### config.mk
export PLATFORM = sky130hd
export DESIGN_NAME = rx_dma_chan
export DESIGN_NICKNAME = d
export VERILOG_FILES = /design/src/rtl/rx_dma_chan.sv
export SDC_FILE = /design/constraint.sdc
export NUM_CORES = 1
export LEC_CHECK = 0
export ABC_AREA = 1
export BUFFER_PORTS_ARGS = -buffer_cell sky130_fd_sc_hd__clkbuf_2
export CAP_MARGIN = 30
export CORE_ASPECT_RATIO = 0.6
export CORE_UTILIZATION = 58
export CTS_CLUSTER_SIZE = 25
export DETAILED_ROUTE_END_ITERATION = 16
export GPL_TIMING_DRIVEN = 0
export PLACE_DENSITY_LB_ADDON = 0.05
export REMOVE_ABC_BUFFERS = 1
export SLEW_MARGIN = 20
export SYNTH_ARGS = -nofsm -noshare
export SYNTH_HDL_FRONTEND = slang
export SYNTH_SLANG_ARGS = --single-unit
### constraint.sdc
create_clock -name clk -period 7.1 [get_ports clk]
set_clock_uncertainty 0.2 [all_clocks]
set_input_delay 0 -clock clk [delete_from_list [all_inputs] [get_ports clk]]
set_output_delay 0 -clock clk [all_outputs]
set_load 0.1 [all_outputs]
### src/rtl/rx_dma_chan.sv
module rx_dma_chan #(
  parameter int          IDXW = 4,
  parameter int          LENW = 16,
  parameter logic [31:0] BASE = 32'h0
) (
  input  logic            clk,
  input  logic            rst_n,
  input  logic            ctrl_ce,
  input  logic            ctrl_ca,
  input  logic [IDXW-1:0] ctrl_idx,
  input  logic [4:0]      irq_mask,
  input  logic            rx_valid,
  input  logic [7:0]      rx_data,
  input  logic            rx_eof,
  output logic            rx_ready,
  input  logic            rx_fifo_empty,
  input  logic            rx_fifo_full,
  output logic            mem_req,
  output logic            mem_we,
  output logic [3:0]      mem_be,
  output logic [31:0]     mem_addr,
  output logic [31:0]     mem_wdata,
  input  logic [31:0]     mem_rdata,
  input  logic            reg_wr,
  input  logic [31:0]     reg_wdata,
  output logic [31:0]     reg_rdata,
  output logic            irq
);
  localparam int FB = 0, LB = 1, IB = 2, WB = 3;
  localparam logic [1:0] K_NORM = 2'd0, K_PREM = 2'd1, K_ABRT = 2'd2;

  typedef enum logic [3:0] {
    S_IDLE, S_F0, S_F1, S_F2, S_F3, S_CHK, S_XFER, S_WB1, S_WB2, S_ERR, S_ABT
  } st_t;

  st_t             st;
  logic [IDXW-1:0] idx;
  logic [31:0]     ptr, flg;
  logic [LENW-1:0] len, cnt;
  logic [1:0]      kind;
  logic            ce_q;
  logic [4:0]      pend, hw_set;

  wire [31:0]     daddr   = BASE + (32'(idx) << 4);
  wire [31:0]     baddr   = ptr + 32'(cnt);
  wire [LENW-1:0] cnt_n   = cnt + 1'b1;
  wire            ce_rise = ctrl_ce & ~ce_q;
  wire            take    = rx_valid & rx_ready;
  wire            bad     = (ptr == 32'h0) || (ptr[1:0] != 2'b00) || (len == '0);
  wire            busy    = !(st inside {S_IDLE, S_ERR, S_ABT});
  wire            closing = (st == S_WB2);
  wire [4:0]      clr     = reg_wr ? reg_wdata[31:27] : 5'b0;

  assign rx_ready  = (st == S_XFER) & ~ctrl_ca;
  assign hw_set[4] = closing && kind == K_NORM && flg[IB];
  assign hw_set[3] = (st == S_CHK) && !ctrl_ca && flg[FB] && bad;
  assign hw_set[2] = (st == S_CHK) && !ctrl_ca && !flg[FB];
  assign hw_set[1] = closing && kind == K_ABRT;
  assign hw_set[0] = closing && kind == K_PREM && flg[IB];
  assign reg_rdata = {pend, 8'h00, busy, rx_fifo_full, rx_fifo_empty, 16'h0000};
  assign irq       = |(pend & irq_mask);

  always_comb begin
    mem_req   = 1'b0;
    mem_we    = 1'b0;
    mem_be    = 4'b0000;
    mem_addr  = daddr;
    mem_wdata = 32'h0;
    case (st)
      S_F0: begin mem_req = 1'b1; mem_addr = daddr + 32'd12; end
      S_F1: begin mem_req = 1'b1; mem_addr = daddr; end
      S_F2: begin mem_req = 1'b1; mem_addr = daddr + 32'd4; end
      S_XFER: begin
        mem_req   = take;
        mem_we    = take;
        mem_be    = 4'b0001 << baddr[1:0];
        mem_addr  = {baddr[31:2], 2'b00};
        mem_wdata = {4{rx_data}};
      end
      S_WB1: begin
        mem_req = 1'b1; mem_we = 1'b1; mem_be = 4'hF;
        mem_addr = daddr + 32'd8; mem_wdata = 32'(cnt);
      end
      S_WB2: begin
        mem_req = 1'b1; mem_we = 1'b1; mem_be = 4'hF;
        mem_addr = daddr + 32'd12; mem_wdata = flg & ~32'h1;
      end
      default: ;
    endcase
  end

  always_ff @(posedge clk or negedge rst_n) begin
    if (!rst_n) begin
      st   <= S_IDLE;
      idx  <= '0;
      ptr  <= '0;
      flg  <= '0;
      len  <= '0;
      cnt  <= '0;
      kind <= K_NORM;
      ce_q <= 1'b0;
      pend <= '0;
    end else begin
      ce_q <= ctrl_ce;
      pend <= (pend & ~clr) | hw_set;
      case (st)
        S_IDLE, S_ERR: if (ce_rise) begin idx <= ctrl_idx; st <= S_F0; end
        S_ABT: if (ctrl_ce && !ctrl_ca) begin idx <= ctrl_idx; st <= S_F0; end
        S_F0: begin cnt <= '0; st <= S_F1; end
        S_F1: begin flg <= mem_rdata; st <= S_F2; end
        S_F2: begin ptr <= mem_rdata; st <= S_F3; end
        S_F3: begin len <= mem_rdata[LENW-1:0]; st <= S_CHK; end
        S_CHK:
          if (ctrl_ca)       begin kind <= K_ABRT; st <= S_WB1; end
          else if (!flg[FB]) st <= S_ERR;
          else if (bad)      st <= S_ERR;
          else               st <= S_XFER;
        S_XFER:
          if (ctrl_ca) begin
            kind <= K_ABRT; st <= S_WB1;
          end else if (take) begin
            cnt <= cnt_n;
            if (cnt_n == len)  begin kind <= K_NORM; st <= S_WB1; end
            else if (rx_eof)   begin kind <= K_PREM; st <= S_WB1; end
          end
        S_WB1: st <= S_WB2;
        S_WB2:
          if (kind == K_ABRT)  st <= S_ABT;
          else if (flg[LB])    st <= S_IDLE;
          else begin
            idx <= flg[WB] ? '0 : idx + 1'b1;
            st  <= S_F0;
          end
        default: st <= S_IDLE;
      endcase
    end
  end
endmodule


# After elaboration in Yosys (flattened, before gate mapping)
# Index checks and enable logic that the tools add are counted.
# word_totals
in_bits,90
register_bits,112
# op_classes
n_eq_ne,22
add_sub_neg,6
bitwise,9
shift,1
mux,33
n_reduce_logical,33
# ops
op,count
case mux 32 bit (4 select lines),1
case mux 32 bit (3 select lines),1
two-way mux 4 bit,15
case mux 4 bit (10 select lines),1
adder 32 x 16 -> 32 bit,1
logical NOT 32 bit,1
two-way mux 16 bit,2
case mux 16 bit (2 select lines),1
"adder 8 x 4 -> 9 bit, second input constant",2
"adder 16 x 1 -> 16 bit, second input constant",1
equality test 16 bit,1
"equality test 4 x 3 -> 1 bit, second input constant",4
logical NOT 16 bit,1
"equality test 4 bit, second input constant",3
"inequality test 2 bit, second input constant",6
case mux 4 bit (3 select lines),1
AND 5 bit,2
logical AND 1 bit,10
two-way mux 2 bit,5
OR reduction 5 bit,2
"adder 8 x 3 -> 9 bit, second input constant",1
"equality test 4 x 2 -> 1 bit, second input constant",2
case mux 4 bit (2 select lines),1
AND reduction 4 bit,2
25 further kinds,37

# Logic depth before layout (Yosys ltp)
# Gate-level depths: netlist of the first run.
# depth
word_depth,7
depth_mapped,15

# Least setup slack after synthesis of the first run
# No wires, ideal clock.
# synth_timing
path_kind,reg2out
start,reg cnt[0]
end,out mem_addr[24]
arrival_ns,3.950
stages_incl_launch_ff,13
path_slack_ns,2.950
t_required_ns,6.900
n_path_buf,0
path_cell_list,dfrtp_1 -> ha_1 -> inv_1 -> fa_1 -> inv_1 -> a31oi_1 -> o21ai_0 -> nand2_1 -> nand2_1 -> nand2_1 -> nand2_1 -> a31oi_1 -> nor3_1
# synth_via
elab_chain_len,2
# synth_lines
item,line,text
start: declaration,39,"logic [LENW-1:0] len, cnt;"
start signal: assignment,122,cnt <= cnt_n;
adder 32 x 16 -> 32 bit,45,wire [31:0] baddr = ptr + 32'(cnt);
case mux 32 bit (4 select lines),69,case (st)
end: declaration,21,"output logic [31:0] mem_addr,"
# Every way passes these cells.

# Worst setup path in the final report of the first run
# layout_timing
start,reg cnt[0]
end,out mem_addr[20]
# The elaborated chain is that of the path after synthesis.

==> results of run 1 <==
[state kept, by name (all words and copies together) (netlist names)]
signal / flops
flg: 32
ptr: 32
cnt: 16
len: 16
pend: 5
idx: 4
st: 4
kind: 2
ce_q: 1
[kinds of logic (layout without fill, tap and decap cells)]
logic type	count (synthesis)	count (layout)	share of synthesized area [%]
adders and majority gates	19	19	3.284
AOI/OAI and AO/OA	209	209	15.71
DFF	112	112	37.53
and+or+nand+nor	533	533	30.47
xor gates and xnor gates	17	17	2.362
buffers and inverters	177	332	10.59
other	1	26	0.05021
[routing by layer]
layer  wire [um]  part of all wire (%)  vias up  global-route usage [%]
met4         290                   1.2        0                   5.928
met5           0                     0        -                       0
li1            -                     -     3808                       -
met2        9444                    39      505                   48.87
met3        3146                    13       37                   11.27
met1       11110                    46     3738                   57.58
[worst max-delay path, stage by stage (launching register included)]
cell	delay, ps
dfrtp_1	470
ha_1	210
inv_1	50
fa_1	410
inv_1	70
a31oi_1	130
o21ai_0	490
nand2_1	130
nand2_1	180
nand2_1	70
nand2_1	210
nand2_1	140
xor2_1	170
nor2_1	110
clkbuf_2	480
[area by class of cell]
type                    instances  area [um^2]  share of cell area (%)
clock buffers                   9        225.2                   2.473
clock inverters                 7        92.59                   1.016
inverters                     118        442.9                   4.863
multi-input cells             804         3989                   43.79
flip-flops and latches        112         2803                   30.77
well taps                     165        206.4                   2.266
repair buffers                198         1350                   14.82
[through the flow]
stage	cell area [um^2]	hold WS, ps	setup slack (ps)
global placement	8102	-197.6	3206
floorplan	7214	-495.6	2950
global route	9109	57.53	3002
detailed placement	8193	-203.6	3674
CTS	9109	19.43	3263
finish	9109	29.31	3198
[worst paths after layout]
check | start | to | cells after the start
min in group clk | ctrl_ce | ce_q | 2
max in group asynchronous | rst_n | len[5] | 3
hold reg to reg | flg[18] | flg[18] | 2
hold / removal | rst_n | flg[9] | 3
setup reg to reg | st[1] | cnt[14] | 11
setup / recovery | cnt[0] | mem_addr[20] | 14
[cells in the final DEF, fill, tap and decap left out, types with 10 or more instances in the layout]
cell type      netlist  layout
nand3_1             51      50
dfrtp_1            112     112
nand4_1             24      24
o21ai_0            114     114
a21oi_1             38      38
xor2_1              10      10
conb_1               1      26
clkbuf_2             0     135
o211ai_1            18      18
inv_1              111     111
nor2_1              88      88
nand2_1            321     320
dlygate4sd3_1        0      57
o22ai_1             12      12
ha_1                18      18
nor3_1              17      16
[cells in the mapped netlist (all sizes together) (10+ instances only)]
master,instances
inv,117
buf,37
o211ai,18
dfrtp,112
o21ai,117
xor2,10
clkbuf,22
o22ai,12
nand4,24
a21oi,40
ha,18
nor3,17
nand2,328
nor2,98
nand3,54
[where the power goes]
| group | leakage, uW | switching [uW] | internal [uW] | total, uW |
|---|---|---|---|---|
| Clock | 0.000150 | 289 | 257 | 545 |
| Combinational | 0.00306 | 1630 | 488 | 2120 |
| Sequential | 0.00141 | 281 | 903 | 1180 |
==> results.ini, run 1 <==
[timing]
finalHoldViolCount = 0
rsz0062_at_grt = false
period_needed_ps = 3902
max_freq_mhz = 256.3
slew_violations = 0
worst_pin_slew_ps = 1014
fin_crit_sh_pct = 54.96
relSlewSlack_pct = 32.20
setup_viol = 0
tns_ps = 0

[pwr]
powerDensity_nw_per_um2 = 422.5
power_uw = 3849
vdd_drop_max_uv = 272.9
p_leak_uw = 0.004614

[global_routing]
grt_max_degree = 66
grt_pass1_wl_um = 37220
first_global_vias = 6936
gr-total-overflow = 0
antenna_found_initial = 0
track_usage_pct = 36.57

[drt]
vias = 8088
wl_um = 23990
vias_per_cell = 5.724
wl_per_cell_um = 16.98
drc = 0
ant_nets = 0
first_iter_violations = 952
first_pass_iters = 6

[yosys]
synth_top_area_share_pct = 37.53
synth_warnings = 0
postSynth.asyncResetShare_pct = 100.0
synth.area.top_cells = dfrtp_1 38%, nand2_1 16%, o21ai_0 7.6%
synth_top_area_cell = dfrtp_1
synth_enable_flop_cells = 0
syn_area_per_cell_um2 = 6.993
ys.flop_type = dfrtp_1
yosysUniqueCellTypes = 48
syn_inst = 1068
synth_seq_area_share_pct = 37.53
synth_area_um2 = 7468
ys_ff_latch = 112

[cts]
cts_tree = built
clockRootBuffer = clkbuf_16
clock-sinks = 112
clock_latency_ps = 370
ctsResizeCount = 0
hold_buffers = 58
clock_path_buffers = 2
path_clk_slew_ps = 90
cts_made_buffers = 9
cts_setup_buffers = 0
cts_htree_levels = 3

[placement]
dp_cells = 1339
dp_hpwl_um = 17060
gp_congestion = 0.9303
io_buffers = 136

[finish]
final_core_util_pct = 74.08
layout.cells.non_filler = 1413
nets = 1352
num_antenna_cells = 0
syn2layout_area_growth_pct = 21.96
fillers = 1012
final_layout_size_suffix_gt1_share_pct = 15.54

[die]
die_y_um = 89.90
die_x_um = 148.5
die_area_um2 = 13350
rows = 31
core_area_um2 = 12300
num_io_pins = 194
start_util_pct = 60.74

[critical_path]
critical_path_required_ps = 6900
cp-end-kind = output port
path_class = reg -> out
regToRegSetupSlack_ps = 3510
start_kind = register
worstPathArrival_ps = 3700
path_max_fanout = 6

[hold_path]
hold_class = in -> async

[outcome]
status = completed

[flow_run]
cap_violations = 0

Note: power is estimated with default switching activity, not from simulation.
==> run 2, diff against run 1 <==
CORE_UTILIZATION = 54   (was 58)
clock period = 3.9 ns   (was 7.1 ns; I/O delays follow)
==> results.ini, run 2 (synthesis gave the netlist of run 1 again) <==
[pwr]
pwr-share-clk_pct = 14.3  ; was 14.2%
p_int_uw = 2989  ; was 1647 uW
p_comb_share_pct = 54.9  ; was 55.1%
p_leak_uw = 0.004614  ; about the same
powerDensity_nw_per_um2 = 767.2  ; was 422.5 nW/um^2
seq_power_share_pct = 30.8  ; was 30.7%
p_switching_uw = 3999  ; was 2201 uW
vdd_drop_max_uv = 486.7  ; was 272.9 uV
switching_share_pct = 57.22  ; was 57.19%

[timing]
relSlewSlack_pct = 33.06  ; was 32.20%
period_needed_ps = 3707
fin_crit_sh_pct = 95.04
setup_slack_ps = 193.5  ; was 3198 ps
rsz0062_at_grt = false  ; unchanged
finalHoldViolCount = 0  ; unchanged
setup_viol = 0  ; unchanged
slew_violations = 0  ; unchanged
worst_pin_slew_ps = 1001  ; was 1014 ps
max_freq_mhz = 269.8

[drt]
first_pass_iters = 6  ; unchanged
wl_um = 23570  ; was 23990 um
drc = 0  ; unchanged
vias = 7923  ; was 8088
first_iter_violations = 873  ; was 952
ant_nets = 0  ; unchanged
vias_per_cell = 5.591  ; was 5.724
wl_per_cell_um = 16.63  ; was 16.98 um

[critical_path]
cpMostUsedCell = nand2_1  ; unchanged
start_kind = register  ; unchanged
crit_chain = ha_1, inv_1, fa_1, inv_1, a31oi_1, o21ai_1, nand2_1, nand2_1, nand2_1, nand2_1, nand4_1, a21oi_1, clkbuf_2  ; was ha_1, inv_1, fa_1, inv_1, a31oi_1, o21ai_0, nand2_1, nand2_1, nand2_1, nand2_1, nand2_1, xor2_1, nor2_1, clkbuf_2
max_stage_delay_ps = 480  ; was 490 ps
regToRegSetupSlack_ps = 380  ; was 3510 ps
crit_cells = 13  ; was 14
cp-end-kind = output port  ; unchanged
path_max_fanout = 6  ; unchanged
worstPathArrival_ps = 3510  ; was 3700 ps
cp_top_family = simple AND/OR/NAND/NOR gates  ; unchanged
r2r_cells = 11  ; unchanged
crit_slowest_cell = clkbuf_2  ; was o21ai_0
endpoint = mem_addr[28]  ; was mem_addr[20]
r2r_end = cnt[4]  ; was cnt[14]
critical_path.startpoint = cnt[0]  ; unchanged
path_class = reg -> out  ; unchanged
critPathBufInv = 3  ; unchanged
rr_startpoint = st[1]  ; unchanged
critical_path_required_ps = 3700  ; was 6900 ps

[placement]
gp_congestion = 0.9412  ; was 0.9303
place_ws_ps = 479.6  ; was 3674 ps
dp_hpwl_um = 16900  ; was 17060 um
io_buffers = 136  ; unchanged

[finish]
register_area_um2 = 2803  ; unchanged
final_layout_size_suffix_gt1_share_pct = 15.48  ; was 15.54%
syn2layout_area_growth_pct = 21.96  ; unchanged
nets = 1351  ; was 1352
multi_input_area_um2 = 3994  ; was 3989 um^2
final_cell_mix = 320 x nand2_1, 135 x clkbuf_2, 113 x o21ai_0, 112 x dfrtp_1, 111 x inv_1  ; was 320 x nand2_1, 135 x clkbuf_2, 114 x o21ai_0, 112 x dfrtp_1, 111 x inv_1
final_core_util_pct = 69.15  ; was 74.08%
num_antenna_cells = 0  ; unchanged
top_regs = flg x32, ptr x32  ; unchanged
fillers = 1141  ; was 1012
final_common_cell = nand2_1  ; unchanged

[cts]
cts_setup_buffers = 0  ; unchanged
cts_htree_levels = 3  ; unchanged
clockRootBuffer = clkbuf_16  ; unchanged
path_clk_slew_ps = 90  ; about the same
clock_path_buffers = 2  ; unchanged
cts_tree = built  ; unchanged
clock-sinks = 112  ; unchanged
cts_made_buffers = 9  ; unchanged
clock_latency_ps = 360  ; was 370 ps

[die]
die_area_um2 = 14320  ; was 13350 um^2
start_util_pct = 56.70  ; was 60.74%
rows = 32  ; was 31
core_area_um2 = 13170  ; was 12300 um^2
die_y_um = 93.10  ; was 89.90 um
die_x_um = 153.8  ; was 148.5 um
num_io_pins = 194  ; unchanged

[global_routing]
first_global_vias = 6940  ; was 6936
antenna_found_initial = 0  ; unchanged
grt_max_degree = 70  ; was 66
gr-total-overflow = 0  ; unchanged
grt_pass1_wl_um = 37120  ; was 37220 um
track_usage_pct = 33.64  ; was 36.57%

[hold_path]
hold_class = in -> async  ; unchanged

[flow_run]
cap_violations = 0  ; unchanged

[outcome]
status = completed  ; unchanged

[run 2: changes by cell type in the layout (fill, tap and decap cells not counted)]
cell	delta
buf_12	-1
clkinv_8	+1
clkinvlp_4	-1
nand2_2	-1
nand2_4	+1
o21ai_0	-1
o21ai_1	+1
[run 2: how the worst min path moves through the flow]
| stage | start | end | slack (ps) | depth (start not counted) |
|---|---|---|---|---|
| floorplan | rst_n | ce_q | -500 | 0 |
| global placement | rx_fifo_empty | reg_rdata[16] | -200 | 0 |
| detailed placement | rst_n | flg[19] | -240 | 1 |
| CTS | rst_n | flg[19] | 2 | 3 |
| global route | rst_n | flg[19] | 40 | 3 |
| finish | rst_n | flg[19] | 20 | 3 |
[run 2: layout make-up]
cell class	instances	share of cell area (%)
multi-input cells	804	43.85
flip-flops and latches	112	30.77
repair buffers	197	14.60
inverters	118	4.863
clock buffers	9	2.473
well taps	170	2.335
clock inverters	7	1.113
[run 2: power groups by stage]
stage	logic (uW)	clock network [uW]	registers, uW
2_1_floorplan	2890	0	2040
3_3_place_gp	3670	0	2130
3_5_place_dp	3720	0	2140
4_1_cts	3800	1000	2120
5_1_grt	4140	1050	2210
6_report	3840	999	2150
[run 2: timing repair]
| item | CTS | global route |
|---|---|---|
| endpoints found under the setup margin | 0 | 8 |
| hold buffers | 58 | 0 |
| hold endpoints to repair | 214 | 0 |
| resized for setup | 0 | 1 |
[run 2: layer usage]
| metal | wire, um | track usage, % | vias to the layer above |
|---|---|---|---|
| li1 | - | - | 3794 |
| met1 | 11550 | 54.31 | 3683 |
| met2 | 9111 | 45.49 | 412 |
| met3 | 2542 | 6.256 | 34 |
| met4 | 364 | 6.750 | 0 |
| met5 | 0 | 0 | - |
[run 2: through the flow]
stage | cells | TNS (ps) | area, um^2 | hold slack [ps] | total power (uW)
after floorplan | 1034 | -250.4 | 7214 | -495.6 | 4938
after global routing | 1417 | 0 | 9109 | 40.03 | 7398
after global placement | 1340 | -351.9 | 8108 | -197.6 | 5801
after CTS | 1417 | 0 | 9109 | 2.111 | 6927
final | 1417 | 0 | 9109 | 21.98 | 6988
after detailed placement | 1343 | 0 | 8184 | -240.1 | 5854
[run 2: worst reg2reg max path: cells and delay by family, from the launching register on]
| kind | cells | cell delay (ps) |
|---|---|---|
| AO/OA/AOI/OAI | 1 | 90 |
| buffers and inverters | 5 | 1360 |
| flip-flops | 1 | 510 |
| AND/OR/NAND/NOR | 5 | 1280 |
==> run 3, diff against run 2 <==
ABC_AREA = not set   (was 1)
==> results.ini, run 3 <==
[die]
die_x_um = 150.6  ; was 153.8 um
core_area_um2 = 12890  ; was 13170 um^2
num_io_pins = 194  ; unchanged
die_area_um2 = 13720  ; was 14320 um^2
start_util_pct = 55.47  ; was 56.70%
rows = 32  ; unchanged
die_y_um = 91.15  ; was 93.10 um

[critical_path]
critical_path_required_ps = 3700  ; about the same
max_stage_delay_ps = 520  ; was 480 ps
worstPathArrival_ps = 3610  ; was 3510 ps
path_class = reg -> out  ; unchanged
cp-end-kind = output port  ; unchanged
path_max_fanout = 10  ; was 6
crit_chain = ha_1, nand3_2, or3_1, nand4bb_1, a21oi_2, nor3_2, or4_1, a21oi_1, clkbuf_4  ; was ha_1, inv_1, fa_1, inv_1, a31oi_1, o21ai_1, nand2_1, nand2_1, nand2_1, nand2_1, nand4_1, a21oi_1, clkbuf_2
start_kind = register  ; unchanged
crit_slowest_cell = or4_1  ; was clkbuf_2

[placement]
io_buffers = 136  ; unchanged
dpl_cell_area_um2 = 7979  ; was 8184 um^2
dp_hpwl_um = 16440  ; was 16900 um
place_ws_ps = 335.6  ; was 479.6 ps
dp_cells = 1069  ; was 1343
gp_congestion = 0.8897  ; was 0.9412

[drt]
vias_per_cell = 6.008  ; was 5.591
wl_per_cell_um = 19.38  ; was 16.63 um
first_pass_iters = 5  ; was 6
wl_um = 22170  ; was 23570 um
first_iter_violations = 668  ; was 873
wl_met3_um = 2201  ; was 2542 um
dr.max_layer_used = met4  ; unchanged
wl_met1_um = 10300  ; was 11550 um
drc = 0  ; unchanged
wl_met2_um = 9502  ; was 9111 um
vias = 6873  ; was 7923
ant_nets = 0  ; unchanged

[pwr]
p_int_uw = 3455  ; was 2989 uW
pwr-share-clk_pct = 13.5  ; was 14.3%
powerDensity_nw_per_um2 = 830.8  ; was 767.2 nW/um^2
vdd_drop_max_uv = 442.9  ; was 486.7 uV
switching_share_pct = 53.34  ; was 57.22%
seq_power_share_pct = 30.0  ; was 30.8%
p_comb_share_pct = 56.6  ; was 54.9%
p_leak_uw = 0.004166  ; was 0.004614 uW
p_switching_uw = 3949  ; was 3999 uW

[yosys]
yosys.area_share.simple_pct = 19.05  ; was 30.47%
synth_top_area_cell = dfrtp_1  ; unchanged
postSynth.asyncResetShare_pct = 100.0  ; unchanged
ys_ff_latch = 112  ; unchanged
syn_inst = 786  ; was 1068
synth_warnings = 0  ; unchanged
synth_seq_area_share_pct = 39.19  ; was 37.53%
yosysMostFrequentCell = nand2_1  ; unchanged
synth_common_cells = 128 x nand2_1, 112 x dfrtp_1, 75 x mux2_2  ; was 321 x nand2_1, 114 x o21ai_0, 112 x dfrtp_1
yosysUniqueCellTypes = 63  ; was 48
synth_top_area_share_pct = 39.19  ; was 37.53%
synth_area_um2 = 7152  ; was 7468 um^2
synthAdderAreaFrac_pct = 3.429  ; was 3.284%
synthXorXnorAreaFrac_pct = 4.531  ; was 2.362%
synth_enable_flop_cells = 0  ; unchanged
synth.area.top_cells = dfrtp_1 39%, mux2_2 12%, nand2_1 6.7%  ; was dfrtp_1 38%, nand2_1 16%, o21ai_0 7.6%
synth_mux_area_share_pct = 13.07  ; was 0%
syn_area_per_cell_um2 = 9.099  ; was 6.993 um^2
synth_compound_area_share_pct = 14.96  ; was 15.71%
ys.flop_type = dfrtp_1  ; unchanged
synth_top_family_by_area = simple AND/OR/NAND/NOR gates  ; unchanged

[flow_run]
cap_violations = 0  ; unchanged

[timing]
finalHoldViolCount = 0  ; unchanged
relSlewSlack_pct = 33.04  ; was 33.06%
setup_viol = 0  ; unchanged
tns_ps = 0  ; unchanged
period_needed_ps = 3809  ; was 3707 ps
worst_pin_slew_ps = 1001  ; about the same
max_freq_mhz = 262.5  ; was 269.8 MHz
whs_ps = 129.7  ; was 21.98 ps
setup_slack_ps = 91.13  ; was 193.5 ps
fin_crit_sh_pct = 97.66  ; was 95.04%
slew_violations = 0  ; unchanged

[global_routing]
grt_max_degree = 86  ; was 70
first_global_vias = 6047  ; was 6940
antenna_found_initial = 0  ; unchanged
grt_pass1_wl_um = 34050  ; was 37120 um
track_usage_pct = 32.88  ; was 33.64%
gr-total-overflow = 0  ; unchanged

[finish]
num_antenna_cells = 0  ; unchanged
register_area_um2 = 2804  ; was 2803 um^2
syn2layout_area_growth_pct = 24.60  ; was 21.96%
layout.cells.non_filler = 1144  ; was 1417
top_regs = flg x32, ptr x32  ; unchanged
final_cell_mix = 128 x nand2_1, 128 x clkbuf_2, 111 x dfrtp_1, 75 x mux2_2, 57 x dlygate4sd3_1  ; was 320 x nand2_1, 135 x clkbuf_2, 113 x o21ai_0, 112 x dfrtp_1, 111 x inv_1
final_cell_area_um2 = 8911  ; was 9109 um^2
final_layout_size_suffix_gt1_share_pct = 27.93  ; was 15.48%
multi_input_area_um2 = 4078  ; was 3994 um^2
fillers = 1017  ; was 1141
nets = 1078  ; was 1351

[cts]
cts_tree = built  ; unchanged
cts_made_buffers = 9  ; unchanged
clock_latency_ps = 350  ; was 360 ps
cts_htree_levels = 3  ; unchanged
path_clk_slew_ps = 80  ; was 90 ps
clock_path_buffers = 2  ; unchanged
clockRootBuffer = clkbuf_16  ; unchanged
clock-sinks = 112  ; unchanged

[hold_path]
hold_class = in -> reg  ; was in -> async

[outcome]
status = completed  ; unchanged

## run 3: cell types whose count changed in the layout (fill, tap and decap cells not counted), moves of 15 or more
cell      delta
inv_1       -97
mux2_2      +75
nand2_1    -192
nand3_1     -29
nand4_1     -15
nor2_1      -49
o211ai_1    -16
o21ai_0     -65
xnor2_1     +15
## run 3: layout make-up
cell class	count	share of cell area [%]
Tap cell	170	2.387
Timing Repair Buffer	211	16.25
Clock buffer	10	2.570
Sequential cell	112	31.47
Clock inverter	6	0.9407
Multi-Input combinational cell	620	45.76
Inverter	15	0.6318
## run 3: worst paths after layout
check	start	end	slack [ps]	cells past startpoint
max in group asynchronous	rst_n	cnt[0]	2520	4
min in group asynchronous	rst_n	idx[3]	510	4
worst max-delay path	cnt[8]	mem_addr[25]	90	9
worst max register to register	cnt[3]	st[0]	350	8
worst min-delay path	ctrl_ce	ce_q	130	2
worst min register to register	flg[25]	flg[25]	310	1
## run 3: cell families after synthesis
logic type / Yosys count
fa+ha+maj: 19
flops: 112
buf+inv: 79
xor+xnor: 37
other cells: 1
simple gates: 289
compound gates: 165
mux: 84
## run 3: critical path, delay by kind of cell, from the launching register on
family                     cells  cell delay [ps]
and+or+nand+nor                5             1410
buffers and inverters          1              380
DFF                            1              500
adders and majority gates      1              480
AOI/OAI and AO/OA              2              470
## run 3: repair_timing
action	in CTS	in global routing
endpoints found under the setup margin	0	10
hold buffers	58	0
buffers inserted	0	0
endpoints found under the hold margin	211	0
resized for setup	0	14
## run 3: power by group through the flow
| stage | clock (uW) | sequential, uW | combinational [uW] |
|---|---|---|---|
| 2_1_floorplan | 0 | 2080 | 3210 |
| 3_3_place_gp | 0 | 2170 | 3920 |
| 3_5_place_dp | 0 | 2210 | 4040 |
| 4_1_cts | 1000 | 2190 | 4130 |
| 5_1_grt | 1050 | 2280 | 4420 |
| 6_report | 997 | 2220 | 4190 |
## run 3: metrics by stage
step	util [%]	total power (uW)
2_1_floorplan	-	5296
3_3_place_gp	60.39	6090
3_5_place_dp	61.89	6250
4_1_cts	68.90	7329
5_1_grt	69.12	7753
6_report	69.12	7404
## run 3: metal layers
layer | up-vias | track usage [%]
met5 | - | 0
met4 | 0 | 5.333
met3 | 16 | 6.332
met2 | 376 | 47.04
met1 | 3352 | 51.58
li1 | 3129 | -
